--- src/rtl/cal_pkg.sv ---
package cal_pkg;

    localparam int CAL_AW = 3;
    localparam int BYTE_W = 8;
    localparam int NFIELD = 8;

    typedef struct packed {
        logic [6:0] year;
        logic [3:0] mon;
        logic [4:0] date;
        logic [2:0] dow;
        logic [4:0] hour;
        logic [5:0] min;
        logic [5:0] sec;
    } cal_time_t;

    typedef struct packed {
        logic dst_en;
        logic hr24;
        logic bin_mode;
        logic set_hold;
    } cal_ctrl_t;

    typedef enum logic [CAL_AW-1:0] {
        A_SEC  = 3'd0,
        A_MIN  = 3'd1,
        A_HOUR = 3'd2,
        A_DOW  = 3'd3,
        A_DATE = 3'd4,
        A_MON  = 3'd5,
        A_YEAR = 3'd6,
        A_CTRL = 3'd7
    } cal_addr_e;

    function automatic logic [7:0] to_bcd(input logic [6:0] v);
        logic [6:0] t;
        logic [6:0] u;
        t = v / 7'd10;
        u = v % 7'd10;
        return {t[3:0], u[3:0]};
    endfunction

    function automatic logic [6:0] from_bcd(input logic [7:0] b);
        logic [6:0] t;
        t = {3'b0, b[7:4]};
        return 7'(t * 7'd10) + {3'b0, b[3:0]};
    endfunction

    function automatic logic [7:0] byte_enc(input logic [6:0] v, input logic bin);
        return bin ? {1'b0, v} : to_bcd(v);
    endfunction

    function automatic logic [7:0] hour_enc(input logic [4:0] h, input logic bin,
                                            input logic hr24);
        logic [4:0] h12;
        logic [7:0] body;
        if (hr24) return byte_enc({2'b0, h}, bin);
        h12  = (h >= 5'd12) ? h - 5'd12 : h;
        if (h12 == 5'd0) h12 = 5'd12;
        body = byte_enc({2'b0, h12}, bin);
        return {(h >= 5'd12), body[6:0]};
    endfunction

    function automatic logic [4:0] month_days(input logic [3:0] mon, input logic [6:0] yr);
        case (mon)
            4'd2:                      return (yr[1:0] == 2'b00) ? 5'd29 : 5'd28;
            4'd4, 4'd6, 4'd9, 4'd11:   return 5'd30;
            default:                   return 5'd31;
        endcase
    endfunction

endpackage

--- src/rtl/cal_next.sv ---
module cal_next
    import cal_pkg::*;
(
    input  cal_time_t cur,
    input  logic      fall_done,
    input  logic      dst_en,
    output cal_time_t nxt,
    output logic      nxt_fall_done
);

    logic at_edge;
    logic spring;
    logic fall;

    always_comb begin
        at_edge = (cur.hour == 5'd1) && (cur.min == 6'd59) && (cur.sec == 6'd59);
        spring  = dst_en && at_edge && (cur.dow == 3'd1) && (cur.mon == 4'd4) &&
                  (cur.date <= 5'd7);
        fall    = dst_en && at_edge && (cur.dow == 3'd1) && (cur.mon == 4'd10) &&
                  (cur.date >= 5'd25) && !fall_done;

        nxt           = cur;
        nxt_fall_done = fall_done;

        if (spring) begin
            nxt.hour = 5'd3;
            nxt.min  = 6'd0;
            nxt.sec  = 6'd0;
        end else if (fall) begin
            nxt.hour      = 5'd1;
            nxt.min       = 6'd0;
            nxt.sec       = 6'd0;
            nxt_fall_done = 1'b1;
        end else if (cur.sec != 6'd59) begin
            nxt.sec = cur.sec + 6'd1;
        end else begin
            nxt.sec = 6'd0;
            if (cur.min != 6'd59) begin
                nxt.min = cur.min + 6'd1;
            end else begin
                nxt.min = 6'd0;
                if (cur.hour != 5'd23) begin
                    nxt.hour = cur.hour + 5'd1;
                end else begin
                    nxt.hour      = 5'd0;
                    nxt_fall_done = 1'b0;
                    nxt.dow       = (cur.dow >= 3'd7) ? 3'd1 : cur.dow + 3'd1;
                    if (cur.date < month_days(cur.mon, cur.year)) begin
                        nxt.date = cur.date + 5'd1;
                    end else begin
                        nxt.date = 5'd1;
                        if (cur.mon < 4'd12) begin
                            nxt.mon = cur.mon + 4'd1;
                        end else begin
                            nxt.mon  = 4'd1;
                            nxt.year = (cur.year >= 7'd99) ? 7'd0 : cur.year + 7'd1;
                        end
                    end
                end
            end
        end
    end

endmodule

--- src/rtl/cal_view.sv ---
module cal_view
    import cal_pkg::*;
(
    input  cal_time_t                       cur,
    input  cal_ctrl_t                       ctrl,
    output logic [NFIELD-1:0][BYTE_W-1:0]   view
);

    always_comb begin
        view[A_SEC]  = byte_enc({1'b0, cur.sec}, ctrl.bin_mode);
        view[A_MIN]  = byte_enc({1'b0, cur.min}, ctrl.bin_mode);
        view[A_HOUR] = hour_enc(cur.hour, ctrl.bin_mode, ctrl.hr24);
        view[A_DOW]  = byte_enc({4'b0, cur.dow}, ctrl.bin_mode);
        view[A_DATE] = byte_enc({2'b0, cur.date}, ctrl.bin_mode);
        view[A_MON]  = byte_enc({3'b0, cur.mon}, ctrl.bin_mode);
        view[A_YEAR] = byte_enc(cur.year, ctrl.bin_mode);
        view[A_CTRL] = {4'b0, ctrl};
    end

endmodule

--- src/rtl/cal_clock_dst.sv ---
module cal_clock_dst
    import cal_pkg::*;
(
    input  logic              clk,
    input  logic              rst,
    input  logic              tick,
    input  logic              wr_en,
    input  logic [CAL_AW-1:0] addr,
    input  logic [BYTE_W-1:0] wr_data,
    output logic [BYTE_W-1:0] rd_data,
    output logic [BYTE_W-1:0] sec_o,
    output logic [BYTE_W-1:0] min_o,
    output logic [BYTE_W-1:0] hour_o,
    output logic [BYTE_W-1:0] dow_o,
    output logic [BYTE_W-1:0] date_o,
    output logic [BYTE_W-1:0] mon_o,
    output logic [BYTE_W-1:0] year_o,
    output logic              upd_pulse
);

    cal_time_t cur;
    cal_time_t nxt;
    cal_ctrl_t ctrl;
    logic      fall_done;
    logic      nxt_fall_done;
    logic      past_ok;
    logic      step;

    logic [NFIELD-1:0][BYTE_W-1:0] view;
    logic [6:0] wval;
    logic [7:0] hbody;
    logic [6:0] hval;
    logic [4:0] hdec;

    cal_next u_next (
        .cur           (cur),
        .fall_done     (fall_done),
        .dst_en        (ctrl.dst_en),
        .nxt           (nxt),
        .nxt_fall_done (nxt_fall_done)
    );

    cal_view u_view (
        .cur  (cur),
        .ctrl (ctrl),
        .view (view)
    );

    assign step = tick && !ctrl.set_hold && !wr_en;

    always_comb begin
        wval  = ctrl.bin_mode ? wr_data[6:0] : from_bcd(wr_data);
        hbody = ctrl.hr24 ? wr_data : {1'b0, wr_data[6:0]};
        hval  = ctrl.bin_mode ? hbody[6:0] : from_bcd(hbody);
        if (ctrl.hr24) begin
            hdec = hval[4:0];
        end else begin
            hdec = ((hval == 7'd12) ? 5'd0 : hval[4:0]) + (wr_data[7] ? 5'd12 : 5'd0);
        end
    end

    always_ff @(posedge clk) begin
        if (rst) begin
            cur       <= '{year: 7'd0, mon: 4'd1, date: 5'd1, dow: 3'd1,
                           hour: 5'd0, min: 6'd0, sec: 6'd0};
            ctrl      <= '{dst_en: 1'b0, hr24: 1'b1, bin_mode: 1'b0, set_hold: 1'b0};
            fall_done <= 1'b0;
            upd_pulse <= 1'b0;
            past_ok   <= 1'b0;
        end else begin
            past_ok   <= 1'b1;
            upd_pulse <= 1'b0;
            if (wr_en) begin
                case (cal_addr_e'(addr))
                    A_SEC:  cur.sec  <= wval[5:0];
                    A_MIN:  cur.min  <= wval[5:0];
                    A_HOUR: cur.hour <= hdec;
                    A_DOW:  cur.dow  <= wval[2:0];
                    A_DATE: begin
                        cur.date  <= wval[4:0];
                        fall_done <= 1'b0;
                    end
                    A_MON:  cur.mon  <= wval[3:0];
                    A_YEAR: cur.year <= wval;
                    default: ctrl    <= wr_data[3:0];
                endcase
            end else if (step) begin
                cur       <= nxt;
                fall_done <= nxt_fall_done;
                upd_pulse <= 1'b1;
            end
        end
    end

    assign rd_data = view[addr];
    assign sec_o   = view[A_SEC];
    assign min_o   = view[A_MIN];
    assign hour_o  = view[A_HOUR];
    assign dow_o   = view[A_DOW];
    assign date_o  = view[A_DATE];
    assign mon_o   = view[A_MON];
    assign year_o  = view[A_YEAR];


    hold_freeze_chk: assert property (@(posedge clk) disable iff (rst)
        past_ok && $past(ctrl.set_hold && !wr_en) |-> $stable(cur));


    pulse_source_chk: assert property (@(posedge clk) disable iff (rst)
        past_ok && upd_pulse |-> $past(tick && !ctrl.set_hold && !wr_en));


    sec_advance_chk: assert property (@(posedge clk) disable iff (rst)
        past_ok && $past(step && cur.sec < 6'd59) |-> cur.sec == $past(cur.sec) + 6'd1);


    fall_mark_chk: assert property (@(posedge clk) disable iff (rst)
        past_ok && $rose(fall_done) |-> cur.hour == 5'd1 && cur.min == 6'd0 && cur.sec == 6'd0);


    spring_jump_chk: assert property (@(posedge clk) disable iff (rst)
        past_ok && $past(step && ctrl.dst_en && cur.mon == 4'd4 && cur.dow == 3'd1 &&
                         cur.date <= 5'd7 && cur.hour == 5'd1) && cur.hour != 5'd1
        |-> cur.hour == 5'd3);


    ctrl_only_write_chk: assert property (@(posedge clk) disable iff (rst)
        past_ok && !$past(wr_en && addr == A_CTRL) |-> $stable(ctrl));

endmodule

--- config.mk ---
export PLATFORM = sky130hd
export DESIGN_NAME = cal_clock_dst
export DESIGN_NICKNAME = d
export VERILOG_FILES = /design/src/rtl/cal_pkg.sv /design/src/rtl/cal_next.sv /design/src/rtl/cal_view.sv /design/src/rtl/cal_clock_dst.sv
export SDC_FILE = /design/constraint.sdc
export NUM_CORES = 1
export LEC_CHECK = 0
export BUFFER_PORTS_ARGS = -buffer_cell sky130_fd_sc_hd__clkbuf_2
export CORE_MARGIN = 2
export CORE_UTILIZATION = 56
export DETAILED_ROUTE_END_ITERATION = 16
export GPL_TIMING_DRIVEN = 0
export HOLD_SLACK_MARGIN = 0.1
export PLACE_DENSITY = 0.83
export RECOVER_POWER = 50
export SLEW_MARGIN = 10
export SYNTH_ARGS = -nofsm -noshare
export SYNTH_HDL_FRONTEND = slang
export SYNTH_HIERARCHICAL = 1
export SYNTH_SLANG_ARGS = --single-unit
--- constraint.sdc ---
create_clock -name clk -period 8.2 [get_ports clk]
set_input_delay 0.41 -clock clk [delete_from_list [all_inputs] [get_ports clk]]
set_output_delay 0.41 -clock clk [all_outputs]
set_load 0.005 [all_outputs]
==> flow_metrics.tcl <==
set metrics [dict create \
    yosysWarningCount 6 \
    post-place-ws_ns 2.390 \
    reg2reg_from "ctrl[2]$_SDFFE_PP1P_" \
    ir_worst_vdd_mv 0.08126 \
    first_pass_iters 6 \
    worstHoldPathType "in -> reg" \
    drtIter0Drc 995 \
    synth-seq-area-share 0.1288 \
    antenna_found_initial 0 \
    p_leak_nw 2.933 \
    layout-drive-gt1-share 0.1870 \
    final-hold-violation-count 0 \
    die_h_um 112.0 \
    setup.worst_path.class "reg -> out" \
    endpoint "rd_data[2]" \
    cp-start-kind "flop" \
    ant_nets 0 \
    netlist_area_um2 6526 \
    core_area_um2 11420 \
    dieArea_um2 12530 \
    cts_setup_buffers 0 \
    worstReg2RegEnd "cur[15]$_SDFFE_PP0P_" \
    fin_nets 1015 \
    crit_required_ns 7.79 \
    final_util 0.6234 \
    ys.flop_type "dfxtp_1" \
    grt_max_degree 17 \
    multi_input_area_um2 5004 \
    cp.arrival_ns 5.76 \
    avgViaCountPerCell 6.581 \
    register_area_um2 840.8 \
    cts_sinks 42 \
    clk_latency_ns 0.29 \
    initial_core_util 0.5716 \
    io_buffers 64 \
    grt_overflow 0 \
    n_antenna_cell 0 \
    post_cts_resized 0 \
    rr_worst_depth 14 \
    yosys.cell_types.count 97 \
    crit_path_start "cur[14]$_SDFFE_PP0P_" \
    fin_setup_tns_ns 0 \
    end_kind "output port" \
    num_vias 7206 \
    worstMarginPinSlew_ns 0.9162 \
    final.fill_count 1060 \
    grt_pass1_vias 6309 \
    finalSetupViolCount 0 \
    async_reset_ff_frac 0 \
    timing.max_cap.violations 0 \
    wire_per_inst_um 18.47 \
    clk_pin_slew_ns 0.06 \
    dpl.hpwl_um 15550 \
    pin_count 80 \
    drv_slew 0 \
    grt_usage 0.3084 \
    drc_errors 0 \
    numCtsBuffers 5 \
    slew_headroom 0.3892 \
    gp_congestion 0.9608 \
    clockRootBuffer "clkbuf_16" \
    synth_edf_count 0 \
    final_common_cell "nor2_1" \
    post-route-period-util 0.7525 \
    min_period_ns 6.170 \
    cp_max_fo 15 \
    skew_ns 0.004545 \
    ff2ff_setup_slack_ns 4.33 \
    row_count 39 \
    syn_inst 866 \
    grt_pass1_wl_um 31860 \
    fp.dieW_um 112.0 \
    layout_common_cells "nor2_1, nand2_1, clkbuf_2" \
    rsz0062_at_grt "no" \
    slowest_delay_ns 0.81 \
    outcome "complete, no violations" \
    cts_tree "built" \
    crit_chain "inv_1 > ha_1 > inv_1 > o31ai_1 > a221oi_1 > ha_1 > inv_1 > ha_1 > a31oi_1 > xor2_1 > inv_1 > ha_1 > nand2b_1 > a311oi_1 > a221oi_1 > mux4_2 > mux2_2 > clkbuf_2" \
    synth.avg_cell_area_um2 7.536 \
    power_density_nw_per_um2 129.7 \
    fin_ws_ns 2.030 \
    htree_levels 2 \
    ys_ff_latch 42 \
    cts_buffer_depth 2 \
    area_growth_syn_to_layout_pct 9.068 \
    fmax_ghz 0.1621 \
    cts_hold_buf 0 \
    finalWirelength_um 20230 \
    cpMaxStageDelayCell "a221oi_1" \
]
## power breakdown
part / switching (mW) / internal, mW
Clock: 0.0810 / 0.118
Combinational: 0.261 / 0.206
Sequential: 0.0389 / 0.219
Total: 0.381 / 0.542
## sequential cells by signal, summed over array words and instances, names as in the netlist
signal,count
upd_pulse,1
cur,36
fall_done,1
ctrl,4
## cells by family after synthesis
family,Yosys count,share of synthesized area
XOR/XNOR,21,0.02933
buffers and inverters,131,0.1012
AND/OR/NAND/NOR,314,0.2588
other,1,0.0005746
adder cells (fa/ha/maj),48,0.09624
flip-flops,42,0.1288
AO/OA/AOI/OAI,260,0.2745
multiplexers,49,0.1104
## area by class of cell
cell class                 count  area share
multi-input combinational    709      0.7029
timing repair buffer          64     0.04412
sequential                    42      0.1181
tap                          143     0.02514
clock buffer                   6     0.01951
buffer                        80     0.06328
inverter                      51     0.02689
## metrics by stage
stage          instances  cell area (um^2)  hold slack [ns]  power [mW]
6_report            1095              7118           0.4241      0.9234
3_5_place_dp        1089              7086           0.5268      0.7200
3_3_place_gp        1089              7086           0.5215      0.7080
5_1_grt             1095              7118           0.4448      0.9774
4_1_cts             1095              7224           0.4204      0.9164
2_1_floorplan        882              6586           0.4785      0.5831
## metal layers
| layer | GRT usage | part of all wire |
|---|---|---|
| met5 | 0 | 0 |
| met4 | 0.1252 | 0.034 |
| met3 | 0.03593 | 0.093 |
| met2 | 0.4921 | 0.45 |
| met1 | 0.4261 | 0.42 |
## cell usage after synthesis, drive strengths merged (6+ instances only)
cell,count,area (um^2)
nor3,14,70.07
a22oi,6,45.04
buf,57,382.9
nand2,77,291.5
nand2b,19,118.9
a311oi,14,128.9
nor3b,6,50.05
o211ai,10,75.07
mux2i,19,202.7
ha,43,538.0
a211oi,26,205.2
nor2b,15,93.84
or3,7,43.79
a31oi,11,68.82
o21a,6,46.30
nor4,6,73.82
dfxtp,42,840.8
inv,51,191.4
xnor2,14,122.6
nand4,9,83.83
mux4,16,360.4
mux2,14,157.6
o31ai,12,105.1
o21ai,60,311.5
nor2,88,346.6
a21oi,56,284.0
and2,8,52.55
clkbuf,23,86.33
xor2,7,68.82
a21o,6,45.04
nand3,28,145.1
o22ai,8,50.05
and3,7,43.79
## worst max-delay path: cells and delay by family (launching register included)
kind,cells,cell delay (ns)
simple gates,1,0.22
xor+xnor,1,0.28
mux,2,0.80
fa+ha+maj,4,1.08
buf+inv,5,0.60
flops,1,0.62
compound gates,5,1.86
## worst min-delay path by stage
| stage | startpoint | end | slack [ns] | depth (start not counted) |
|---|---|---|---|---|
| final | wr_data[3] | ctrl[3]$_SDFFE_PP0P_ | 0.42 | 3 |
| after global routing | wr_data[3] | ctrl[3]$_SDFFE_PP0P_ | 0.44 | 3 |
| after CTS | wr_data[3] | ctrl[3]$_SDFFE_PP0P_ | 0.42 | 3 |
| after detailed placement | fall_done$_SDFFE_PP0P_ | fall_done$_SDFFE_PP0P_ | 0.53 | 2 |
| after global placement | fall_done$_SDFFE_PP0P_ | fall_done$_SDFFE_PP0P_ | 0.52 | 2 |
| after floorplan | ctrl[3]$_SDFFE_PP0P_ | ctrl[3]$_SDFFE_PP0P_ | 0.48 | 2 |
(Power assumes the default switching activity.)
